### src/rtl/tp_pkg.sv
package tp_pkg;
  typedef enum logic [2:0] {
    PH_IDLE, PH_CODE, PH_EN_UP, PH_CLK_DN, PH_EN_DN, PH_DATA, PH_CLK_UP, PH_CLR
  } phase_e;

  typedef struct packed {
    logic       clk;
    logic       en;
    logic       clr;
    logic [7:0] din;
  } pins_t;

  localparam pins_t PINS_IDLE = '{clk: 1'b1, en: 1'b0, clr: 1'b0, din: 8'h00};
endpackage

### src/rtl/tp_step_timer.sv
module tp_step_timer #(
  parameter int STEP_CYC = 4
) (
  input  logic clk_i,
  input  logic rst_ni,
  input  logic restart_i,
  output logic last_o
);
  localparam int CW = (STEP_CYC > 1) ? $clog2(STEP_CYC) : 1;
  localparam logic [CW-1:0] LAST = CW'(STEP_CYC - 1);

  logic [CW-1:0] cnt_q;

  always_ff @(posedge clk_i or negedge rst_ni) begin
    if (!rst_ni)        cnt_q <= '0;
    else if (restart_i) cnt_q <= '0;
    else if (cnt_q == LAST) cnt_q <= '0;
    else                cnt_q <= cnt_q + 1'b1;
  end

  assign last_o = (cnt_q == LAST);
endmodule

### src/rtl/tp_pin_decode.sv
module tp_pin_decode
  import tp_pkg::*;
(
  input  phase_e     phase_i,
  input  logic [7:0] code_i,
  input  logic [7:0] data_i,
  output pins_t      pins_o
);
  always_comb begin
    pins_o = PINS_IDLE;
    unique case (phase_i)
      PH_IDLE:   pins_o = PINS_IDLE;
      PH_CODE:   pins_o = '{clk: 1'b1, en: 1'b0, clr: 1'b0, din: code_i};
      PH_EN_UP:  pins_o = '{clk: 1'b1, en: 1'b1, clr: 1'b0, din: code_i};
      PH_CLK_DN: pins_o = '{clk: 1'b0, en: 1'b1, clr: 1'b0, din: code_i};
      PH_EN_DN:  pins_o = '{clk: 1'b0, en: 1'b0, clr: 1'b0, din: code_i};
      PH_DATA:   pins_o = '{clk: 1'b0, en: 1'b0, clr: 1'b0, din: data_i};
      PH_CLK_UP: pins_o = '{clk: 1'b1, en: 1'b0, clr: 1'b0, din: data_i};
      PH_CLR:    pins_o = '{clk: 1'b1, en: 1'b0, clr: 1'b1, din: 8'h00};
      default:   pins_o = PINS_IDLE;
    endcase
  end
endmodule

### src/rtl/phy_test_port_engine.sv
module phy_test_port_engine
  import tp_pkg::*;
#(
  parameter int STEP_CYC = 4,
  parameter int CLR_W    = 8
) (
  input  logic             clk_i,
  input  logic             rst_ni,
  input  logic             start_i,
  input  logic [7:0]       code_i,
  input  logic [7:0]       data_i,
  input  logic             clr_start_i,
  input  logic [CLR_W-1:0] clr_len_i,
  output logic             busy_o,
  output logic             done_o,
  output logic [7:0]       result_o,
  output logic             tst_clk_o,
  output logic             tst_en_o,
  output logic [7:0]       tst_din_o,
  input  logic [7:0]       tst_dout_i,
  output logic             tst_clr_o
);
  localparam logic [CLR_W-1:0] CLR_ONE = CLR_W'(1);

  phase_e           phase_q, phase_d;
  logic [7:0]       code_q, data_q, code_d, data_d;
  logic [CLR_W-1:0] clr_rem_q, clr_rem_d;
  logic             step_last, accept, finish;
  pins_t            pins_d, pins_q;

  assign accept = (phase_q == PH_IDLE) && start_i;
  assign finish = (phase_q == PH_CLK_UP) && step_last;
  assign code_d = accept ? code_i : code_q;
  assign data_d = accept ? data_i : data_q;

  tp_step_timer #(.STEP_CYC(STEP_CYC)) u_timer (
    .clk_i    (clk_i),
    .rst_ni   (rst_ni),
    .restart_i(phase_q == PH_IDLE),
    .last_o   (step_last)
  );

  always_comb begin
    phase_d   = phase_q;
    clr_rem_d = clr_rem_q;
    unique case (phase_q)
      PH_IDLE: begin
        if (start_i) phase_d = PH_CODE;
        else if (clr_start_i) begin
          phase_d   = PH_CLR;
          clr_rem_d = (clr_len_i == '0) ? CLR_ONE : clr_len_i;
        end
      end
      PH_CLR: begin
        if (clr_rem_q == CLR_ONE) phase_d = PH_IDLE;
        else clr_rem_d = clr_rem_q - 1'b1;
      end
      PH_CLK_UP: if (step_last) phase_d = PH_IDLE;
      default:   if (step_last) phase_d = phase_e'(phase_q + 3'd1);
    endcase
  end

  tp_pin_decode u_decode (
    .phase_i(phase_d),
    .code_i (code_d),
    .data_i (data_d),
    .pins_o (pins_d)
  );

  always_ff @(posedge clk_i or negedge rst_ni) begin
    if (!rst_ni) begin
      phase_q   <= PH_IDLE;
      code_q    <= '0;
      data_q    <= '0;
      clr_rem_q <= '0;
      pins_q    <= PINS_IDLE;
      done_o    <= 1'b0;
      result_o  <= '0;
    end else begin
      phase_q   <= phase_d;
      code_q    <= code_d;
      data_q    <= data_d;
      clr_rem_q <= clr_rem_d;
      pins_q    <= pins_d;
      done_o    <= finish;
      if (finish) result_o <= tst_dout_i;
    end
  end

  assign busy_o    = (phase_q != PH_IDLE);
  assign tst_clk_o = pins_q.clk;
  assign tst_en_o  = pins_q.en;
  assign tst_din_o = pins_q.din;
  assign tst_clr_o = pins_q.clr;


  idle_pins_chk: assert property (@(posedge clk_i) disable iff (!rst_ni)
    !busy_o |-> (tst_clk_o && !tst_en_o && !tst_clr_o));

  clk_fall_en_chk: assert property (@(posedge clk_i) disable iff (!rst_ni)
    $fell(tst_clk_o) |-> tst_en_o);

  en_fall_clk_chk: assert property (@(posedge clk_i) disable iff (!rst_ni)
    $fell(tst_en_o) |-> !tst_clk_o);

  din_stable_rise_chk: assert property (@(posedge clk_i) disable iff (!rst_ni)
    $rose(tst_clk_o) |-> $stable(tst_din_o));

  done_single_chk: assert property (@(posedge clk_i) disable iff (!rst_ni)
    done_o |=> !done_o);

  done_idle_chk: assert property (@(posedge clk_i) disable iff (!rst_ni)
    done_o |-> !busy_o);

  result_hold_chk: assert property (@(posedge clk_i) disable iff (!rst_ni)
    !done_o |-> $stable(result_o));

  clr_pins_chk: assert property (@(posedge clk_i) disable iff (!rst_ni)
    tst_clr_o |-> (tst_clk_o && !tst_en_o && busy_o && !done_o));
endmodule

### config.mk
export PLATFORM = sky130hd
export DESIGN_NAME = phy_test_port_engine
export DESIGN_NICKNAME = d
export VERILOG_FILES = /design/src/rtl/tp_pkg.sv /design/src/rtl/tp_step_timer.sv /design/src/rtl/tp_pin_decode.sv /design/src/rtl/phy_test_port_engine.sv
export SDC_FILE = /design/constraint.sdc
export NUM_CORES = 1
export LEC_CHECK = 0
export CAP_MARGIN = 20
export CORE_AREA = 2 2 88 69
export DETAILED_ROUTE_END_ITERATION = 6
export DIE_AREA = 0 0 90 71
export MAX_ROUTING_LAYER = met4
export PLACE_DENSITY = 0.79
export SYNTH_ARGS = -nofsm -noshare
export SYNTH_HDL_FRONTEND = slang
export SYNTH_SLANG_ARGS = --single-unit
### constraint.sdc
create_clock -name clk_i -period 2.3 [get_ports clk_i]
set_clock_uncertainty 0.05 [all_clocks]
set_input_delay 0.345 -clock clk_i [delete_from_list [all_inputs] [get_ports clk_i]]
set_output_delay 0.345 -clock clk_i [all_outputs]
set_load 0.05 [all_outputs]
==> out/metrics.yaml, run 1 <==
crit_arrival_ns: 2.51
worstPathMaxFanout: 5
wl_per_cell_um: 16.4
avgViaCountPerCell: 5.25
synth-edff-count: 0
syn_area_sq_um: 2370
dr.pass1.iters: 4
worst-path-stages: 10
drv_cap: 0
path_class: "reg -> reg"
drive_gt1_share_pct: 32.5
num_rows: 24
comb_power_share_pct: 68.2
clockBufferDepth: 2
grt_pass1_vias: 1890
final.setup.tns_ns: -0.360
cts.sinks: 49
final_nets: 351
io_pins: 57
fin_crit_ns: 2.36
antenna_found_initial: 0
setup_viol: 8
cp_num_buf_inv: 3
syn_area_per_cell_sq_um: 11.5
p_int_uw: 3500
worstPathRequired_ns: 2.45
grt_max_degree: 28
critical_path.top_delay_family: "compound AO/OA/AOI/OAI gates"
layout_commonest_cell: "clkdlybuf4s50_1"
synth_cell_type_count: 51
outcome: "finished, violations left"
grt_pass1_wl_mm: 9.04
finalWorstSetupSlack_ns: -0.0616
hold_class: "reg -> reg"
p_leak_uw: 0.00168
design.core.area_sq_um: 5590
startpoint_type: "flip-flop"
switchingPower_uw: 2770
crit_slowest_cell: "dfrtp_2"
diodes: 0
yosysSeqAreaShare_pct: 51.8
cts_root_buffer: "clkbuf_8"
power.share.clock_pct: 7.7
initial_core_util_pct: 42.5
synthArstFlopShare_pct: 100
worstSkewPairLatency_ns: 0.30
switching_share_pct: 44.2
seq_power_share_pct: 24.1
ys_warn_count: 0
reg2reg_depth: 10
drc: 0
ant_nets: 0
rsz0062_at_grt: "true"
finalHoldViolCount: 0
cts_tree: "done"
fmax_mhz: 423
max_slew_margin_pct: 62.6
clkTransAtPathRegs_ns: 0.09
drt_wl_total_mm: 6.31
synth_cells: 206
ys_seq_elements: 49
powerDensity_nw_per_um2: 1710
htreeDepth: 2
num_vias: 2026
rrSetupSlack_ns: -0.06
synth_nets: 250
ir_drop_uv: 955
die_h_um: 71
grt_overflow: 0
dieArea_sq_um: 6390
critical_path.max_stage_delay_ns: 0.44
dp_hpwl_mm: 4.00
area_growth_pct: 54.4
worst_pin_slew_ns: 0.562
gr-usage-all-layers_pct: 18.1
drv_slew: 0
whs_path_depth: 2
drt_iter0_drc: 168
cp-end-kind: "flip-flop"
numCtsBuffers: 5
violations: "setup timing"
io_buffers: 56
final_cell_mix: "clkdlybuf4s50_1, dfrtp_1, buf_4, inv_1, mux2i_1"
finalWeightedCongestion: 0.813
die_w_um: 90
pre_cts_ws_ns: -0.145
synthFlopType: "dfrtp_1"
finalCritPeriodShare_pct: 103
cp_cell_sequence: "inv_2 -> ha_4 -> nor2b_4 -> clkinvlp_4 -> o32a_1 -> a31oi_4 -> nor3_4 -> mux2i_4 -> buf_6 -> o32ai_2"
worst register-to-register path: stages, from the launching register on:
cell	delay, ns
dfrtp_2	0.44
inv_2	0.09
ha_4	0.14
nor2b_4	0.24
clkinvlp_4	0.14
o32a_1	0.21
a31oi_4	0.31
nor3_4	0.08
mux2i_4	0.20
buf_6	0.15
o32ai_2	0.21
what timing repair did:
| item | in CTS | in global routing |
|---|---|---|
| pin swaps | 7 | 18 |
| gates resized for setup | 13 | 29 |
| setup endpoints to repair | 12 | 13 |
| endpoints found under the hold margin | 21 | 0 |
| hold buffers | 1 | 0 |
| buffers inserted | 2 | 11 |
routing by layer:
layer  routed length, um  GRT usage, %  up-vias  part of all wire, %
met5                   0             -        -                    0
met4                 135          4.96        0                  2.1
met3                 300          3.62       14                  4.8
met2                3190          28.1       76                   51
met1                2680          24.4      987                   43
li1                    -             -      949                    -
flip-flops by register name, summed over array words and instances, names as in the netlist, 2 cells and up:
register / count
clr_rem_q: 8
code_q: 8
data_q: 8
phase_q: 3
result_o: 8
tst_din_o: 8
u_timer.cnt_q: 2
stage by stage:
step | instance area [sq um] | total power (uW) | hold WS (ns) | util (%) | cells
floorplan | 2400 | 3630 | -0.000591 | - | 206
global placement | 3250 | 4620 | 0.309 | 58.1 | 364
detailed placement | 3250 | 4720 | 0.313 | 58.1 | 364
CTS | 3410 | 5450 | 0.447 | 61.1 | 375
global route | 3660 | 6640 | 0.476 | 65.5 | 386
finish | 3660 | 6270 | 0.444 | 65.5 | 386
final timing paths:
| kind | from | to |
|---|---|---|
| min in group asynchronous | rst_ni | code_q[6]$_DFF_PN0_ |
| worst max-delay path | phase_q[0]$_DFF_PN0_ | tst_din_o[6]$_DFF_PN0_ |
| worst max register to register | phase_q[0]$_DFF_PN0_ | tst_din_o[6]$_DFF_PN0_ |
| worst min-delay path | data_q[2]$_DFF_PN0_ | data_q[2]$_DFF_PN0_ |
| worst min register to register | data_q[2]$_DFF_PN0_ | data_q[2]$_DFF_PN0_ |
| max in group asynchronous | rst_ni | clr_rem_q[3]$_DFFE_PN0P_ |
layout make-up:
cell class / count / area, sq um
clock buffers: 6 / 72.6
clock inverters: 2 / 10.0
fillers: 423 / 1920
inverters: 27 / 105
multi-input cells: 126 / 1230
flip-flops and latches: 49 / 1230
well taps: 78 / 97.6
repair buffers: 98 / 915
power groups by stage:
stage               clock (uW)  sequential (uW)  combinational, uW
floorplan                    0             2080               1560
global placement             0             1490               3130
detailed placement           0             1500               3220
CTS                        499             1490               3460
global route               529             1560               4550
finish                     483             1510               4270
cells in the mapped netlist (all sizes together), types with 3 or more instances:
cell,number,area (sq um)
or3,4,26.3
o211ai,3,22.5
a221o,4,40.0
ha,8,100
o21ai,6,45.1
inv,26,97.6
mux2,8,90.1
and2,3,18.8
nor3,7,40.0
dfrtp,48,1200
a211oi,3,22.5
nor4,3,25.0
mux2i,17,174
o32ai,8,70.1
a31oi,3,33.8
nand2,8,30.0
a21oi,8,43.8
nor2,10,37.5
cell families after synthesis:
kind of cell    after synthesis  share of synthesized area [%]
simple gates                 45                           10.6
buf+inv                      31                           5.12
fa+ha+maj                     8                           4.22
mux                          25                           11.1
flops                        49                           51.8
compound gates               48                           17.2
(Power assumes the default switching activity.)
==> run 2: changes to the inputs <==
Settings changed: CORE_AREA 2 2 88 69 to 2 2 79 62, DIE_AREA 0 0 90 71 to 0 0 81 64, DONT_BUFFER_PORTS set to 1, PLACE_DENSITY 0.79 to 0.77.
==> run 2 against run 1 <==
The run still ends with setup timing left; design area shrank 15%; global-route usage grew 4.1 points; highest routed layer unchanged; core utilization grew 6.0 points; count of clock-buffer cells in the layout fell by 1; setup slack worse by 0.035 ns; via count is 10% lower; sequential cell count is the same; first-iteration DRC count up 23%; register-to-register slack got worse by 0.03 ns; critical path depth decreased by 2; routed wire length down 9.8%; non-clock buffer count is 51 lower.
==> out/metrics.yaml, run 2 (synthesized netlist as in run 1, its figures left out) <==
outcome: "finished, violations left"
violations: "setup timing"
num_vias: 1820  # -10%
fmax_mhz: 417  # -1.5%
final_cell_mix: "dfrtp_1, buf_4, inv_1, mux2i_1"
final_cell_area_sq_um: 3120  # -15%
io_pins: 57  # unchanged
area_growth_pct: 31.6
wl_per_cell_um: 18.1  # +11%
drv_cap: 0  # unchanged
drt_wl_total_mm: 5.69  # -9.8%
die_h_um: 64  # -9.9%
setup_viol: 8  # unchanged
cts.sinks: 49  # unchanged
cp-end-kind: "flip-flop"
dr.pass1.iters: 4  # unchanged
place_area_sq_um: 2690  # -17%
drt_iter0_drc: 206  # +23%
drive_gt1_share_pct: 40.1  # +7.6 points
gr-usage-all-layers_pct: 22.1  # +4.1 points
dp_cells: 292  # -20%
layout.cells.non_filler: 314  # -19%
final_nets: 300  # -15%
cp_common_cell: "ha_1"
antenna_found_initial: 0  # unchanged
grt_overflow: 0  # unchanged
worstPathMaxFanout: 8  # +3
final_util_pct: 71.5  # +6.0 points
dp_hpwl_mm: 3.63  # -9.4%
num_rows: 21  # -13%
cp_cell_sequence: "ha_1 -> inv_1 -> ha_1 -> or4_4 -> nand2_4 -> o41ai_4 -> a21oi_4 -> o32ai_2"
startpoint_type: "flip-flop"
path_class: "reg -> reg"
numCtsBuffers: 5  # unchanged
crit_slowest_cell: "or4_4"
drv_slew: 0  # unchanged
finalWorstSetupSlack_ns: -0.0964  # -0.0347 ns
clockBufferDepth: 2  # unchanged
hold_class: "in -> reg"
worstSkewPairLatency_ns: 0.31  # about the same
fin_crit_ns: 2.40  # +0.0347 ns
critical_path.max_stage_delay_ns: 0.53  # +0.09 ns
htreeDepth: 2  # unchanged
crit_arrival_ns: 2.53  # +0.02 ns
worst_pin_slew_ns: 0.501  # -0.0602 ns
drc: 0  # unchanged
rsz0062_at_grt: "true"
worstPathRequired_ns: 2.43  # -0.02 ns
grt_pass1_vias: 1760  # -6.9%
max_slew_margin_pct: 66.2  # +3.7 points
ant_nets: 0  # unchanged
io_buffers: 0  # -100%
finalCritPeriodShare_pct: 104  # +1.5 points
design.core.area_sq_um: 4360  # -22%
clkTransAtPathRegs_ns: 0.10  # about the same
layout_commonest_cell: "dfrtp_1"
dieArea_sq_um: 5180  # -19%
finalWeightedCongestion: 0.980  # +21%
initial_core_util_pct: 54.4  # +12 points
grt_pass1_wl_mm: 8.34  # -7.7%
finalHoldViolCount: 0  # unchanged
hold_slack_ns: 0.122  # -0.321 ns
grt_max_degree: 50  # +79%
cts_tree: "done"
avgViaCountPerCell: 5.80  # +10%
die_w_um: 81  # -10%
diodes: 0  # unchanged
cts_root_buffer: "clkbuf_8"
run 2: cell type report:
| type | count | area (sq um) |
|---|---|---|
| Inverter | 27 | 105 |
| Sequential cell | 49 | 1230 |
| Fill cell | 285 | 1240 |
| Clock inverter | 3 | 28.8 |
| Multi-Input combinational cell | 126 | 1210 |
| Tap cell | 57 | 71.3 |
| Clock buffer | 5 | 68.8 |
| Timing Repair Buffer | 47 | 407 |
run 2: worst paths after layout:
path / from / end / slack, ns / cells after the start
setup / recovery: u_timer.cnt_q[0]$_DFF_PN0_ / tst_din_o[2]$_DFF_PN0_ / -0.1 / 8
hold / removal: clr_len_i[3] / clr_rem_q[3]$_DFFE_PN0P_ / 0.12 / 1
setup reg to reg: u_timer.cnt_q[0]$_DFF_PN0_ / tst_din_o[2]$_DFF_PN0_ / -0.1 / 8
hold reg to reg: data_q[4]$_DFF_PN0_ / data_q[4]$_DFF_PN0_ / 0.45 / 2
max in group asynchronous: rst_ni / tst_clk_o$_DFF_PN1_ / 1.46 / 2
min in group asynchronous: rst_ni / clr_rem_q[3]$_DFFE_PN0P_ / 0.48 / 2
run 2: stage by stage:
step           worst slack [ns]  setup TNS [ns]
6_report                -0.0964          -0.597
5_1_grt                  -0.158           -1.37
4_1_cts                 -0.0399          -0.205
3_5_place_dp             -0.205           -1.75
3_3_place_gp            -0.0893          -0.680
2_1_floorplan            -0.133           -1.12
run 2: critical path: cells and delay by family, from the launching register on:
kind,cells,cell delay [ns]
adder cells (fa/ha/maj),2,0.47
flip-flops,1,0.40
buffers and inverters,1,0.08
AND/OR/NAND/NOR,2,0.65
AO/OA/AOI/OAI,3,0.61
run 2: metal layers:
| metal | global-route usage, % | vias to the layer above | share of wire [%] |
|---|---|---|---|
| li1 | - | 848 | - |
| met1 | 31.1 | 896 | 44 |
| met2 | 30.1 | 69 | 46 |
| met3 | 6.50 | 7 | 8.0 |
| met4 | 9.11 | 0 | 1.2 |
| met5 | - | - | 0 |
run 2: what timing repair did:
action / 4_1_cts / 5_1_grt
buffers inserted: 5 / 7
hold buffers: 2 / 0
gates resized for setup: 12 / 27
endpoints found under the hold margin: 49 / 0
pin swaps: 4 / 13
endpoints found under the setup margin: 13 / 14
Power of run 2 is left out: the tool's default activity adds up to more than one toggle a clock period on the data nets, which glitch-free logic cannot reach.
==> run 3: changes to the inputs <==
Settings changed: CORE_AREA 2 2 79 62 to 2 2 55 109, DIE_AREA 0 0 81 64 to 0 0 57 111, DONT_BUFFER_PORTS 1 to not set, PLACE_DENSITY 0.77 to 0.79.
==> run 3 against run 2 <==
The run still ends with setup timing left; core utilization is 2.2 points lower; global-route usage increased by 0.53 points; critical path depth did not move; count of clock-buffer cells in the layout is 1 higher; critical path type unchanged; largest cell class is now multi-input combinational cells.
==> out/metrics.yaml, run 3 (synthesized netlist as in run 1, its figures left out) <==
outcome: "finished, violations left"
violations: "setup timing"
grt_overflow: 0  # unchanged
grt_pass1_vias: 2225  # +26%
drc: 0  # unchanged
initial_core_util_pct: 42.6  # -12 points
io_buffers: 56  # +56
htreeDepth: 2  # unchanged
path_class: "reg -> reg"
reg2reg_to: "tst_din_o[4]$_DFF_PN0_"
cts_root_buffer: "clkbuf_16"
antenna_found_initial: 0  # unchanged
finalCritPeriodShare_pct: 103  # -1.0 points
ir_drop_uv: 1490
layout_commonest_cell: "clkdlybuf4s50_1"
layout.cells.non_filler: 387  # +23%
rrSetupSlack_ns: -0.07  # +0.02 ns
finalWeightedCongestion: 0.910  # -7.2%
cts.sinks: 49  # unchanged
wl_per_cell_um: 18.2  # +0.24%
setup_viol: 8  # unchanged
fmax_mhz: 421  # +0.98%
fin_crit_ns: 2.37  # -0.0234 ns
num_rows: 39  # +86%
startpoint_type: "flip-flop"
drt_iter0_drc: 77  # -63%
cts_tree: "done"
dieArea_sq_um: 6330  # +22%
cp-startpoint: "phase_q[0]$_DFF_PN0_"
dp_cells: 354  # +21%
r2r-start: "phase_q[0]$_DFF_PN0_"
diodes: 0  # unchanged
worstPathMaxFanout: 4  # -4
dr.pass1.iters: 4  # unchanged
num_vias: 2171  # +19%
max_slew_margin_pct: 64.1  # -2.1 points
powerDensity_nw_per_um2: 1790
numCtsBuffers: 5  # unchanged
finalHoldViolCount: 0  # unchanged
hold_class: "in -> async"
worst_pin_slew_ns: 0.537  # +0.0355 ns
gr-usage-all-layers_pct: 22.7  # +0.53 points
die_w_um: 57  # -30%
crit_arrival_ns: 2.51  # -0.02 ns
avgViaCountPerCell: 5.61  # -3.2%
final_util_pct: 69.4  # -2.2 points
worstSkewPairLatency_ns: 0.29  # -0.02 ns
drive_gt1_share_pct: 38.7  # -1.4 points
area_growth_pct: 62.7
die_h_um: 111  # +73%
drv_cap: 0  # unchanged
grt_max_degree: 20  # -60%
clockBufferDepth: 2  # unchanged
pre_cts_ws_ns: -0.187  # +0.0180 ns
design.core.area_sq_um: 5560  # +28%
dp_hpwl_mm: 4.46  # +23%
clkTransAtPathRegs_ns: 0.07  # -0.03 ns
rsz0062_at_grt: "true"
p_leak_uw: 0.00180
worstPathRequired_ns: 2.44  # about the same
drt_wl_total_mm: 7.03  # +24%
grt_pass1_wl_mm: 10.9  # +31%
io_pins: 57  # unchanged
final_cell_mix: "clkdlybuf4s50_1, buf_4, dfrtp_1, inv_1, mux2i_1"
ant_nets: 0  # unchanged
finalWorstSetupSlack_ns: -0.0730  # +0.0234 ns
drv_slew: 0  # unchanged
final_nets: 369  # +23%
reg2reg_depth: 8  # unchanged
cp-end-kind: "flip-flop"
==> run 3: layout make-up <==
class	instances	area (sq um)
timing repair buffer	116	1050
sequential	49	1230
multi-input combinational	126	1250
clock buffer	6	139
inverter	27	105
clock inverter	2	13.8
fill	375	1700
tap	61	76.3
==> run 3: per-layer routing <==
metal | vias to the layer above | GRT usage, % | routed length [um]
li1 | 986 | - | -
met3 | 22 | 3.50 | 395
met4 | 0 | 8.22 | 220
met5 | - | - | 0
met2 | 86 | 37.5 | 3700
met1 | 1077 | 27.5 | 2720
==> run 3: repair_timing <==
item	in CTS	in global routing
endpoints found under the setup margin	8	16
hold endpoints to repair	14	0
pin swaps	18	17
hold buffers	1	0
setup buffers	19	7
gates resized for setup	34	21
==> run 3: stage by stage <==
step / hold slack (ns) / power (uW) / instance area, sq um / TNS [ns]
floorplan: -0.000591 / 3630 / 2400 / -1.12
finish: 0.451 / 6900 / 3860 / -0.366
CTS: 0.461 / 6410 / 3730 / -0.0269
detailed placement: 0.228 / 4810 / 3270 / -1.24
global route: 0.484 / 7240 / 3860 / -0.975
global placement: 0.220 / 4650 / 3270 / -0.520
==> run 3: worst max path at each step <==
stage	end	slack, ns	cells after the start
final	tst_din_o[4]$_DFF_PN0_	-0.07	8
after global routing	tst_din_o[4]$_DFF_PN0_	-0.13	8
after CTS	tst_din_o[4]$_DFF_PN0_	-0.02	9
after detailed placement	tst_din_o[4]$_DFF_PN0_	-0.19	8
after global placement	tst_din_o[7]$_DFF_PN0_	-0.07	10
after floorplan	tst_din_o[0]$_DFF_PN0_	-0.13	10
==> run 3: critical path, cell delays in order, from the launching register on <==
cell,delay (ns)
dfrtp_2,0.42
buf_4,0.17
ha_1,0.31
or4_4,0.52
nand2_4,0.12
nor3_4,0.06
mux2i_4,0.21
buf_6,0.15
o32ai_4,0.28
==> run 3: power breakdown <==
part	total, uW	internal, uW	switching, uW
logic	4630	2190	2440
clock network	744	433	311
registers	1530	1310	218
